--- src/rtl/sbc_pkg.sv ---
package sbc_pkg;

    // Burst counter width is fixed by the two-bit wraparound sequence.
    localparam int BURST_W = 2;

    typedef enum logic [1:0] {
        ST_DESEL  = 2'd0,
        ST_PWAIT  = 2'd1,
        ST_ACTIVE = 2'd2
    } sbc_state_e;

    // Low address bits for a burst beat: linear adds, interleaved flips.
    function automatic logic [BURST_W-1:0] burst_low(
        input logic [BURST_W-1:0] start,
        input logic [BURST_W-1:0] beat,
        input logic               linear
    );
        return linear ? (start + beat) : (start ^ beat);
    endfunction

endpackage

--- src/rtl/sbc_ctrl_fsm.sv ---
module sbc_ctrl_fsm
    import sbc_pkg::*;
#(
    parameter int LANES = 4
) (
    input  logic             clk,
    input  logic             rst_n,
    input  logic             pstrb_n,
    input  logic             cstrb_n,
    input  logic             burst_adv_n,
    input  logic             cs1_n,
    input  logic             cs2,
    input  logic             cs3_n,
    input  logic             wr_all_n,
    input  logic             wr_byte_n,
    input  logic [LANES-1:0] lane_sel_n,
    output logic             load,
    output logic             step,
    output logic             op_wr,
    output logic             op_rd,
    output logic             desel,
    output logic             first_sel,
    output logic [LANES-1:0] wr_req,
    output logic [LANES-1:0] byte_we
);

    sbc_state_e state_q, state_d;
    logic selected, p_ok, strobe, cont;

    always_ff @(posedge clk or negedge rst_n) begin
        if (!rst_n) state_q <= ST_DESEL;
        else        state_q <= state_d;
    end

    always_comb begin
        selected  = !cs1_n && cs2 && !cs3_n;
        p_ok      = !pstrb_n && !cs1_n;
        strobe    = p_ok || !cstrb_n;
        wr_req    = !wr_all_n ? '1 : (!wr_byte_n ? ~lane_sel_n : '0);
        load      = 1'b0;
        cont      = 1'b0;
        desel     = 1'b0;
        state_d   = state_q;
        unique case (state_q)
            ST_DESEL: begin
                if (strobe) begin
                    if (selected) begin
                        load    = 1'b1;
                        state_d = p_ok ? ST_PWAIT : ST_ACTIVE;
                    end else begin
                        desel   = 1'b1;
                    end
                end
            end
            ST_PWAIT, ST_ACTIVE: begin
                if (strobe) begin
                    if (selected) begin
                        load    = 1'b1;
                        state_d = p_ok ? ST_PWAIT : ST_ACTIVE;
                    end else begin
                        desel   = 1'b1;
                        state_d = ST_DESEL;
                    end
                end else begin
                    cont    = 1'b1;
                    state_d = ST_ACTIVE;
                end
            end
            default: state_d = ST_DESEL;
        endcase
        op_wr     = ((load && !p_ok) || cont) && (wr_req != '0);
        byte_we   = op_wr ? wr_req : '0;
        op_rd     = (load || cont) && !op_wr;
        step      = cont && !burst_adv_n;
        first_sel = load && (state_q == ST_DESEL);
    end

    // processor strobe alone, with cs1_n high, must not open or close anything
    p_pstrb_gated_r2: assert property (@(posedge clk) disable iff (!rst_n)
        (cs1_n && cstrb_n) |-> (!load && !desel));

    // the opening edge of a processor-strobe access never writes
    p_pfirst_nowrite_r4: assert property (@(posedge clk) disable iff (!rst_n)
        (!pstrb_n && !cs1_n) |-> (byte_we == '0));

endmodule

--- src/rtl/sbc_burst_addr.sv ---
module sbc_burst_addr
    import sbc_pkg::*;
#(
    parameter int ADDR_W = 4
) (
    input  logic              clk,
    input  logic              rst_n,
    input  logic              load,
    input  logic              step,
    input  logic              linear,
    input  logic [ADDR_W-1:0] addr_in,
    output logic [ADDR_W-1:0] op_addr
);

    logic [ADDR_W-1:0]  base_q;
    logic [BURST_W-1:0] cnt_q, cnt_nxt;

    assign cnt_nxt = cnt_q + {{(BURST_W-1){1'b0}}, step};

    always_comb begin
        if (load) op_addr = addr_in;
        else      op_addr = {base_q[ADDR_W-1:BURST_W],
                             burst_low(base_q[BURST_W-1:0], cnt_nxt, linear)};
    end

    always_ff @(posedge clk or negedge rst_n) begin
        if (!rst_n) begin
            base_q <= '0;
            cnt_q  <= '0;
        end else if (load) begin
            base_q <= addr_in;
            cnt_q  <= '0;
        end else begin
            cnt_q  <= cnt_nxt;
        end
    end

endmodule

--- src/rtl/sbc_byte_array.sv ---
module sbc_byte_array #(
    parameter int LANES  = 4,
    parameter int LANE_W = 9,
    parameter int DEPTH  = 16,
    parameter int ADDR_W = $clog2(DEPTH)
) (
    input  logic                      clk,
    input  logic                      rst_n,
    input  logic [ADDR_W-1:0]         addr,
    input  logic [LANES-1:0]          we,
    input  logic [LANES*LANE_W-1:0]   wdata,
    output logic [LANES*LANE_W-1:0]   rdata
);

    for (genvar g = 0; g < LANES; g++) begin : g_lane
        logic [LANE_W-1:0] cells [DEPTH];

        always_ff @(posedge clk or negedge rst_n) begin
            if (!rst_n) begin
                for (int i = 0; i < DEPTH; i++) cells[i] <= '0;
            end else if (we[g]) begin
                cells[addr] <= wdata[g*LANE_W +: LANE_W];
            end
        end

        assign rdata[g*LANE_W +: LANE_W] = cells[addr];
    end

endmodule

--- src/rtl/pburst_sram_ctrl.sv ---
module pburst_sram_ctrl #(
    parameter int LANES  = 4,
    parameter int LANE_W = 9,
    parameter int DEPTH  = 16,
    parameter int ADDR_W = $clog2(DEPTH)
) (
    input  logic                    clk,
    input  logic                    rst_n,
    input  logic                    pstrb_n,
    input  logic                    cstrb_n,
    input  logic                    burst_adv_n,
    input  logic                    cs1_n,
    input  logic                    cs2,
    input  logic                    cs3_n,
    input  logic                    wr_all_n,
    input  logic                    wr_byte_n,
    input  logic [LANES-1:0]        lane_sel_n,
    input  logic                    out_en_n,
    input  logic                    burst_linear,
    input  logic [ADDR_W-1:0]       addr,
    input  logic [LANES*LANE_W-1:0] wdata,
    output logic [LANES*LANE_W-1:0] rdata_out,
    output logic                    rdata_drive
);

    localparam int WORD_W = LANES * LANE_W;

    logic              load, step, op_wr, op_rd, desel, first_sel;
    logic [LANES-1:0]  wr_req, byte_we;
    logic [ADDR_W-1:0] op_addr;
    logic [WORD_W-1:0] arr_rdata, rd_q, dout_q;
    logic              rd_v, vis_q;

    sbc_ctrl_fsm #(.LANES(LANES)) u_fsm (
        .clk        (clk),
        .rst_n      (rst_n),
        .pstrb_n    (pstrb_n),
        .cstrb_n    (cstrb_n),
        .burst_adv_n(burst_adv_n),
        .cs1_n      (cs1_n),
        .cs2        (cs2),
        .cs3_n      (cs3_n),
        .wr_all_n   (wr_all_n),
        .wr_byte_n  (wr_byte_n),
        .lane_sel_n (lane_sel_n),
        .load       (load),
        .step       (step),
        .op_wr      (op_wr),
        .op_rd      (op_rd),
        .desel      (desel),
        .first_sel  (first_sel),
        .wr_req     (wr_req),
        .byte_we    (byte_we)
    );

    sbc_burst_addr #(.ADDR_W(ADDR_W)) u_addr (
        .clk    (clk),
        .rst_n  (rst_n),
        .load   (load),
        .step   (step),
        .linear (burst_linear),
        .addr_in(addr),
        .op_addr(op_addr)
    );

    sbc_byte_array #(
        .LANES (LANES),
        .LANE_W(LANE_W),
        .DEPTH (DEPTH),
        .ADDR_W(ADDR_W)
    ) u_array (
        .clk  (clk),
        .rst_n(rst_n),
        .addr (op_addr),
        .we   (byte_we),
        .wdata(wdata),
        .rdata(arr_rdata)
    );

    // Two register stages: array capture, then the output register.
    always_ff @(posedge clk or negedge rst_n) begin
        if (!rst_n) begin
            rd_q   <= '0;
            rd_v   <= 1'b0;
            dout_q <= '0;
            vis_q  <= 1'b0;
        end else begin
            if (op_rd) rd_q <= arr_rdata;
            rd_v   <= op_rd;
            dout_q <= rd_q;
            vis_q  <= rd_v && !op_wr && !desel;
        end
    end

    assign rdata_drive = vis_q && !out_en_n && (wr_req == '0);
    assign rdata_out   = rdata_drive ? dout_q : '0;

    // first cycle after leaving deselect keeps the bus released
    p_first_off_r9: assert property (@(posedge clk) disable iff (!rst_n)
        first_sel |=> !rdata_drive);

    // a deselecting edge releases the bus for the following cycle
    p_desel_off_r10: assert property (@(posedge clk) disable iff (!rst_n)
        desel |=> !rdata_drive);

    // no drive in the cycle after an array write
    p_write_release_r11: assert property (@(posedge clk) disable iff (!rst_n)
        (byte_we != '0) |=> !rdata_drive);

endmodule

--- config.mk ---
export PLATFORM = sky130hd
export DESIGN_NAME = pburst_sram_ctrl
export DESIGN_NICKNAME = d
export VERILOG_FILES = /design/src/rtl/sbc_pkg.sv /design/src/rtl/sbc_ctrl_fsm.sv /design/src/rtl/sbc_burst_addr.sv /design/src/rtl/sbc_byte_array.sv /design/src/rtl/pburst_sram_ctrl.sv
export SDC_FILE = /design/constraint.sdc
export NUM_CORES = 1
export LEC_CHECK = 0
export BUFFER_PORTS_ARGS = -buffer_cell sky130_fd_sc_hd__buf_4
export CORE_MARGIN = 3
export CORE_UTILIZATION = 39
export DETAILED_ROUTE_END_ITERATION = 10
export PLACE_DENSITY_LB_ADDON = 0.15
export SYNTH_ARGS = -nofsm -noshare
export SYNTH_HDL_FRONTEND = slang
export SYNTH_HIERARCHICAL = 1
export SYNTH_SLANG_ARGS = --single-unit
export TNS_END_PERCENT = 10
--- constraint.sdc ---
create_clock -name clk -period 3.7 [get_ports clk]
set_input_delay 0 -clock clk [delete_from_list [all_inputs] [get_ports clk]]
set_output_delay 0 -clock clk [all_outputs]
set_load 0.005 [all_outputs]
# Yosys cells after proc, flatten, opt, wreduce, memory -nomap -nowiden
# Index checks and enable logic that the tools add are counted.
dict set report totals {
  romBits 0
  n_memories 0
  ram_bits 0
  input_bits 56
  word_cells 151
  reg_bits 658
  latchBits 0
}
dict set report classes {
  n_shift 0
  n_lt_le_gt_ge 2
  reduce_logical 30
  n_div 0
  n_bitwise 3
  mux 39
  eq_ne 4
  n_addsub 2
  multipliers 0
}
# cell n
set op_table {}
lappend op_table {{$bwmux 144} 4}
lappend op_table {{$bmux 9 s4} 4}
lappend op_table {{$mux 9} 9}
lappend op_table {{$demux 9 s4} 1}
lappend op_table {{$mux 36} 1}
lappend op_table {{$mux 4} 4}
lappend op_table {{$mux 2} 7}
lappend op_table {{$logic_and 1x1->1} 12}
lappend op_table {{$logic_not 1->1} 9}
lappend op_table {{$mux 1} 8}
lappend op_table {{$ge 5x5->1 const B} 1}
lappend op_table {{$lt 5x1->1 const B} 1}
lappend op_table {{$not 4->5} 1}
lappend op_table {{$logic_not 4->1} 1}
lappend op_table {{$ne 2x1->1 const B} 2}
lappend op_table {{$not 4->4} 1}
lappend op_table {{$pmux 2 s2} 1}
lappend op_table {{$reduce_bool 4->1} 1}
lappend op_table {{$logic_or 1x1->1} 3}
lappend op_table {{$reduce_or 3->1} 1}
lappend op_table {{$add 2x1->2} 1}
lappend op_table {{$add 2x2->2} 1}
lappend op_table {{$eq 2x1->1 const B} 1}
lappend op_table {{$eq 2x2->1 const B} 1}
lappend op_table {{4 further kinds} 4}

# Logic depth before layout (Yosys ltp)
# Gate-level depths: netlist of run 1.
dict set report depth {
  ltp_word 16
  ltp_mapped 16
  mapped_depth_nobuf 13
}

# Cells and area by module
# Netlist of run 1, hierarchy kept.
# module cells_per_inst area_each_um2 n_inst
set by_module_without_submodules {}
lappend by_module_without_submodules {sbc_byte_array 1591 26805.7 1}
lappend by_module_without_submodules {pburst_sram_ctrl 160 2597.5 1}
lappend by_module_without_submodules {sbc_ctrl_fsm 43 327.8 1}
lappend by_module_without_submodules {sbc_burst_addr 23 292.8 1}

# Worst setup path before layout of run 1
# No wires, ideal clock.
dict set report synth_timing {
  kind {register -> register}
  startpoint {register u_fsm.state_q[0]}
  endpoint {register rd_q[18]}
  t_required_ns 3.575
  stages_incl_launch_ff 17
  setup_ns 0.125
  slack_ns 0.271
  arrival_ns 3.305
  path_cell_list {dfrtp_1 > inv_1 > ha_1 > o211ai_1 > nor2_1 > ha_1 > ha_1 > nand2_1 > xor3_1 > mux2_2 > buf_4 > clkbuf_1 > buf_2 > mux4_2 > a22oi_1 > nand2_1 > mux2_2}
}
dict set report synth_between {
  elab_chain_cells 12
}
# element line
set synth_rtl {}
lappend synth_rtl {{start, declared} sbc_ctrl_fsm.sv:27} ;# sbc_state_e state_q, state_d;
lappend synth_rtl {{start signal, assigned} sbc_ctrl_fsm.sv:32} ;# else state_q <= state_d;
lappend synth_rtl {{$eq 2x1->1 or $eq 2x2->1 (tied branches)} sbc_ctrl_fsm.sv:44} ;# unique case (state_q)
lappend synth_rtl {{$reduce_or 2->1 *} sbc_ctrl_fsm.sv:44}
lappend synth_rtl {{$mux 1 *} sbc_ctrl_fsm.sv:44}
lappend synth_rtl {{$logic_and 1x1->1 *} sbc_ctrl_fsm.sv:74} ;# step = cont && !burst_adv_n;
lappend synth_rtl {{via step} pburst_sram_ctrl.sv:28} ;# logic load, step, op_wr, op_rd, desel, first_sel;
lappend synth_rtl {{$add 2x1->2 *} sbc_burst_addr.sv:18} ;# assign cnt_nxt = cnt_q + {{(BURST_W-1){1'b0}}, step};
lappend synth_rtl {{$add 2x2->2 or $xor 2x2->2 (tied branches)} sbc_pkg.sv:18} ;# return linear ? (start + beat) : (start ^ beat);
lappend synth_rtl {{$mux 2 *} sbc_pkg.sv:18}
lappend synth_rtl {{$mux 4 *} sbc_burst_addr.sv:21} ;# if (load) op_addr = addr_in;
lappend synth_rtl {{via op_addr[1]} pburst_sram_ctrl.sv:30} ;# logic [ADDR_W-1:0] op_addr;
lappend synth_rtl {{$not 4->5 (implied by the code) *} sbc_byte_array.sv:26} ;# assign rdata[g*LANE_W +: LANE_W] = cells[addr];
lappend synth_rtl {{$bmux 9 s4 *} sbc_byte_array.sv:26}
lappend synth_rtl {{$mux 9 (implied by the code) * (2 in series)} sbc_byte_array.sv:26}
lappend synth_rtl {{via arr_rdata[18]} pburst_sram_ctrl.sv:31} ;# logic [WORD_W-1:0] arr_rdata, rd_q, dout_q;
lappend synth_rtl {{end signal, assigned} pburst_sram_ctrl.sv:88} ;# if (op_rd) rd_q <= arr_rdata;
lappend synth_rtl {{end, declared} pburst_sram_ctrl.sv:31}
# The timed path passes the listed nets; every way through them passes the cells marked *. The select of a mux whose other input is x is not followed.
# A chain may end at the register's enable or synchronous reset.

# Worst setup path after layout of run 1
dict set report layout_timing {
  startpoint {register u_fsm.state_q[1]}
  endpoint {register rd_q[10]}
}
# Same word-level chain as after synthesis.

==> impl_metrics.yaml, run 1 <==
sta:
  tightest_slew_ns: 1.38
  fin_skew_ns: 0.0132
  min_period_ns: 3.61
  setup_tns_ns: 0
  finalCritPeriodShare_pct: 97.5
  setup_violations: 0
  setup_slack_ns: 0.0922
  rsz0062_at_grt: "yes"
  maxSlewViolCount: 0
  hold_violations: 0
  timing.fmax_mhz: 277
  relSlewSlack_pct: 8.12
route:
  wirelength_um: 74000
  wire_per_inst_um: 23.8
  vias: 16500
  drtPass1Iterations: 5
  drt_iter0_markers: 889
  remaining_drc_errors: 0
  viasPerCell: 5.31
  drt.antenna.violating_nets: 0
grt:
  grt_max_degree: 112
  grt_use_total_pct: 18.6
  grt_pass1_vias: 18000
  grt_pass1_wl_um: 114000
  overflow: 0
  antenna_found_initial: 4
die:
  initial_utilization_pct: 39.5
  ios: 93
  rows: 101
  die_w_um: 283
  dieArea_sq_um: 80300
  die_h_um: 283
  core_sq_um: 76100
power_and_ir_drop:
  power_leakage_nw: 17.7
  p_total_mw: 30.4
  ir_drop_mv: 0.822
  power_density_nw_per_um2: 844
setup_path:
  worst_setup_path_start_kind: "flip-flop"
  cp-end-kind: "flip-flop"
  critPathBufInv: 5
  cp.arrival_ns: 4.09
  cp_top_family: "multiplexers"
  worstPathCellList: "inv_2 > ha_4 > o211ai_1 > nor2_2 > ha_4 > ha_1 > inv_1 > o21ai_4 > buf_12 > buf_16 > buf_12 > mux4_2 > a22oi_1 > nand2_1 > mux2_2"
  path_class: "reg2reg"
  path_max_fanout: 12
  crit_slowest_cell: "mux4_2"
  cpPeakStageDelay_ns: 0.51
  cp_data_required_time_ns: 4.18
layout:
  nNetsFinal: 2082
  layout_common_cells: "dfrtp_1, mux2_2, mux2_1"
  drive_gt1_share_pct: 48.2
  fin_util_pct: 47.3
  syn2layout_area_growth_pct: 19.9
  final_cell_area_sq_um: 36000
  layout_commonest_cell: "dfrtp_1"
place:
  place_ws_ns: -0.176
  placed_cell_area_sq_um: 32400
  place_hpwl_um: 44700
  place.port_buffers: 92
  gp_congestion: 0.784
clock_tree:
  numClockSinks: 658
  htreeDepth: 3
  cts-root-buf: "clkbuf_16"
  cts_buffer_depth: 3
  cts_made_buffers: 74
  clk_latency_ns: 0.60
  path_clk_slew_ns: 0.06
  tritoncts: "built"
job:
  drv_cap: 0
outcome:
  outcome: "finished, final reports clean"
min_path:
  hold_path_class: "in2async"
logic_synthesis:
  yosys_warnings: 6
  syn_area_per_cell_sq_um: 16.5
  synth_fp_nets: 1877
  synth_area_sq_um: 30000
  synthCells: 1816
routing by layer:
metal	track usage (%)	up-vias	part of all wire, %
met5	0	-	0
met3	2.88	83	3.0
li1	-	7260	-
met1	26.4	8917	47
met4	4.41	0	1.7
met2	30.1	258	48
worst paths after layout:
| check | start | to | slack (ns) | cells after the start |
|---|---|---|---|---|
| setup / recovery | u_fsm/state_q[1] | rd_q[10] | 0.09 | 15 |
| hold / removal | rst_n | u_array/g_lane[2].cells[65] | 0.03 | 2 |
| setup reg to reg | u_fsm/state_q[1] | rd_q[10] | 0.09 | 15 |
| hold reg to reg | rd_q[27] | dout_q[27] | 0.37 | 0 |
| max in group asynchronous | rst_n | rd_q[28] | 2.46 | 3 |
| min in group clk | addr[3] | u_addr/base_q[3] | 0.10 | 3 |
through the flow:
stage | instances | hold WS, ns
after floorplan | 1816 | -0.296
after global placement | 2898 | 0.0902
after detailed placement | 2898 | 0.0936
after CTS | 3084 | 0.0405
after global routing | 3109 | 0.0868
final | 3110 | 0.0269
flip-flops by register name (all words and copies together) (netlist names):
name                  flops
u_fsm/state_q             2
u_addr/base_q             4
dout_q                   36
u_array/g_lane.cells    576
rd_v                      1
u_addr/cnt_q              2
rd_q                     36
vis_q                     1
where the power goes:
group / switching [mW] / internal, mW / leakage (nW) / total, mW
clock network: 2.90 / 4.52 / 1.25 / 7.43
logic: 5.45 / 6.39 / 7.65 / 11.8
registers: 1.22 / 9.87 / 8.80 / 11.1
worst reg2reg max path, stage by stage, from the launching register on:
cell      delay [ns]
dfrtp_1         0.36
inv_2           0.06
ha_4            0.27
o211ai_1        0.11
nor2_2          0.24
ha_4            0.24
ha_1            0.27
inv_1           0.06
o21ai_4         0.23
buf_12          0.16
buf_16          0.17
buf_12          0.19
mux4_2          0.51
a22oi_1         0.22
nand2_1         0.12
mux2_2          0.28
final cells by class:
| class | count | area, sq um |
|---|---|---|
| clock buffers | 122 | 2420 |
| multi-input cells | 1040 | 13100 |
| repair buffers | 238 | 2540 |
| well taps | 1030 | 1290 |
| diodes | 1 | 2.50 |
| flip-flops and latches | 658 | 16500 |
| inverters | 9 | 33.8 |
| fillers | 6552 | 40100 |
| clock inverters | 12 | 88.8 |
what timing repair did:
item | 4_1_cts | 5_1_grt
resized for setup | 9 | 29
buffers inserted | 0 | 20
hold buffers | 52 | 0
gates cloned | 0 | 5
endpoints found under the hold margin | 711 | 0
pin swaps | 2 | 30
endpoints found under the setup margin | 252 | 334
Note: power is estimated with default switching activity, not from simulation.
==> run 2, diff against run 1 <==
Settings changed: GPL_ROUTABILITY_DRIVEN set to 1, SYNTH_HIERARCHICAL 1 to not set.
==> impl_metrics.yaml, run 2 <==
sta:
  fin_skew_ns: 0.0225
  relSlewSlack_pct: 25.0
  timing.fmax_mhz: 277
  setup_slack_ns: 0.0906
  finalCritPeriodShare_pct: 97.6
  tightest_slew_ns: 1.12
  maxSlewViolCount: 0
  setup_tns_ns: 0
  min_period_ns: 3.61
  rsz0062_at_grt: "yes"
  hold_violations: 0
  setup_violations: 0
clock_tree:
  path_clk_slew_ns: 0.06
  clk_latency_ns: 0.61
  numClockSinks: 658
  cts_buffer_depth: 3
  tritoncts: "built"
  htreeDepth: 3
  cts-root-buf: "clkbuf_16"
  cts_made_buffers: 72
place:
  place_ws_ns: -0.325
  gp_congestion: 0.916
  placed_cell_area_sq_um: 33600
  place_hpwl_um: 69600
  place.port_buffers: 92
logic_synthesis:
  synth_adder_area_share_pct: 0.211
  synth_top_area_share_pct: 55.6
  synth_flop_cell: "dfrtp_1"
  ys_ff_latch: 658
  synthXorXnorAreaFrac_pct: 0.207
  synth_cell_types: 78
  synth-async-reset-ratio_pct: 100
  synth_compound_area_share_pct: 11.2
  synth_edf_count: 0
  yosys_warnings: 0
  synth_mux_area_share_pct: 22.5
  synth_top_family_by_area: "multiplexers"
  syn_area_per_cell_sq_um: 13.3
  synthCells: 2227
  yosys.area.top_type: "dfrtp_1"
  yosysSeqAreaShare_pct: 55.6
  synthTopCellsByArea: "dfrtp_1, mux2_2, a22oi_1"
  synthSimpleGateAreaFrac_pct: 8.25
  synth_fp_nets: 2288
  synth_area_sq_um: 29600
  yosysMostFrequentCell: "dfrtp_1"
  synth_common_cells: "dfrtp_1, mux2_2, a22oi_1"
die:
  initial_utilization_pct: 39.6
  rows: 100
  die_w_um: 282
  ios: 93
  die_h_um: 282
  dieArea_sq_um: 79300
  core_sq_um: 74800
power_and_ir_drop:
  power_leakage_nw: 16.7
  p_total_mw: 27.7
  ir_drop_mv: 0.387
  power_density_nw_per_um2: 753
layout:
  layout_common_cells: "dfrtp_1, mux2_2, buf_4"
  top_register: "u_array.g_lane.cells"
  drive_gt1_share_pct: 43.7
  final_cell_area_sq_um: 36800
  syn2layout_area_growth_pct: 24.1
  top_regs: "u_array.g_lane.cells (576), dout_q (36), rd_q (36)"
  fillCellCount: 6598
  layout_commonest_cell: "dfrtp_1"
  nNetsFinal: 2602
  largest_reg_flops: 576
setup_path:
  rr_worst_depth: 15
  startpoint: "u_fsm.state_q[0]"
  cp.arrival_ns: 4.15
  crit_path_end: "rd_q[5]"
  worst_setup_path_start_kind: "flip-flop"
  path_max_fanout: 6
  cp_data_required_time_ns: 4.24
  reg2reg_from: "u_fsm.state_q[0]"
  path_class: "reg2reg"
  cp-end-kind: "flip-flop"
  r2r_setup_slack_ns: 0.09
  r2r-end: "rd_q[5]"
route:
  wirelength_um: 105000
  drtPass1Iterations: 8
  wire_per_inst_um: 29.5
  vias: 21700
  viasPerCell: 6.08
  drt.antenna.violating_nets: 0
  remaining_drc_errors: 0
  drt_iter0_markers: 2334
min_path:
  hold_path_class: "in2async"
job:
  drv_cap: 0
grt:
  grt_max_degree: 119
  antenna_found_initial: 0
  grt_pass1_vias: 22400
  grt_use_total_pct: 26.5
  overflow: 0
  grt_pass1_wl_um: 153000
outcome:
  outcome: "finished, final reports clean"
-- run 2: kinds of logic after synthesis --
family,Yosys count
xor gates and xnor gates,3
adders and majority gates,5
AOI/OAI and AO/OA,419
and+or+nand+nor,407
DFF,658
buffers and inverters,142
muxes,593
-- run 2: through the flow --
stage | std cells | hold slack, ns | util, %
after global placement | 3370 | 0.108 | 44.9
after CTS | 3548 | 0.00118 | 48.8
after detailed placement | 3370 | 0.107 | 44.9
final | 3563 | 0.0784 | 49.1
after floorplan | 2227 | -0.296 | -
after global routing | 3562 | 0.114 | 49.1
-- run 2: worst min path at each step --
stage           startpoint                          end  slack (ns)  cells after the start
2_1_floorplan        rst_n                    dout_q[0]       -0.30                      0
3_3_place_gp         rst_n  u_array.g_lane[0].cells[48]        0.11                      1
3_5_place_dp         rst_n  u_array.g_lane[0].cells[48]        0.11                      1
4_1_cts        burst_adv_n              u_addr.cnt_q[0]       0.001                      4
5_1_grt              rst_n  u_array.g_lane[0].cells[84]        0.11                      2
6_report             rst_n  u_array.g_lane[0].cells[84]        0.08                      2
-- run 2: timing repair --
item	in CTS	in global routing
pin swaps	5	18
buffers inserted	4	13
setup endpoints to repair	28	42
endpoints found under the hold margin	661	1
hold buffers	48	1
resized for setup	16	22
-- run 2: layout make-up --
type | count | area, sq um | area share (%)
antenna | 1 | 2.50 | 0.00681
sequential | 658 | 16500 | 44.8
timing repair buffer | 375 | 3790 | 10.3
inverter | 7 | 26.3 | 0.0715
multi-input combinational | 1427 | 12900 | 35.1
clock inverter | 19 | 240 | 0.653
tap | 969 | 1210 | 3.30
clock buffer | 107 | 2130 | 5.79
-- run 2: per-layer routing --
layer  part of all wire (%)  vias to the layer above  global-route usage, %
met4                    3.3                        0                   10.1
met5                      0                        -                      0
met2                     46                      936                   40.8
met1                     44                    11400                   37.3
met3                    6.9                      179                   4.89
li1                       -                     9125                      -
-- run 2: power breakdown --
part | total [mW] | internal [mW] | switching, mW
Clock | 7.25 | 4.32 | 2.92
Sequential | 11.9 | 10.1 | 1.79
Combinational | 8.57 | 4.13 | 4.44
-- run 2: critical path, cell delays in order (launching register included) --
cell and delay, ns:
dfrtp_1 0.39, inv_2 0.06, ha_4 0.27, nor3b_4 0.24, ha_4 0.26, ha_4 0.15, and2_4 0.14, xnor3_1 0.32
buf_12 0.14, nand2_1 0.15, buf_4 0.18, o21bai_1 0.43, buf_4 0.25, a22oi_1 0.09, o2111ai_1 0.28, o32a_1 0.18
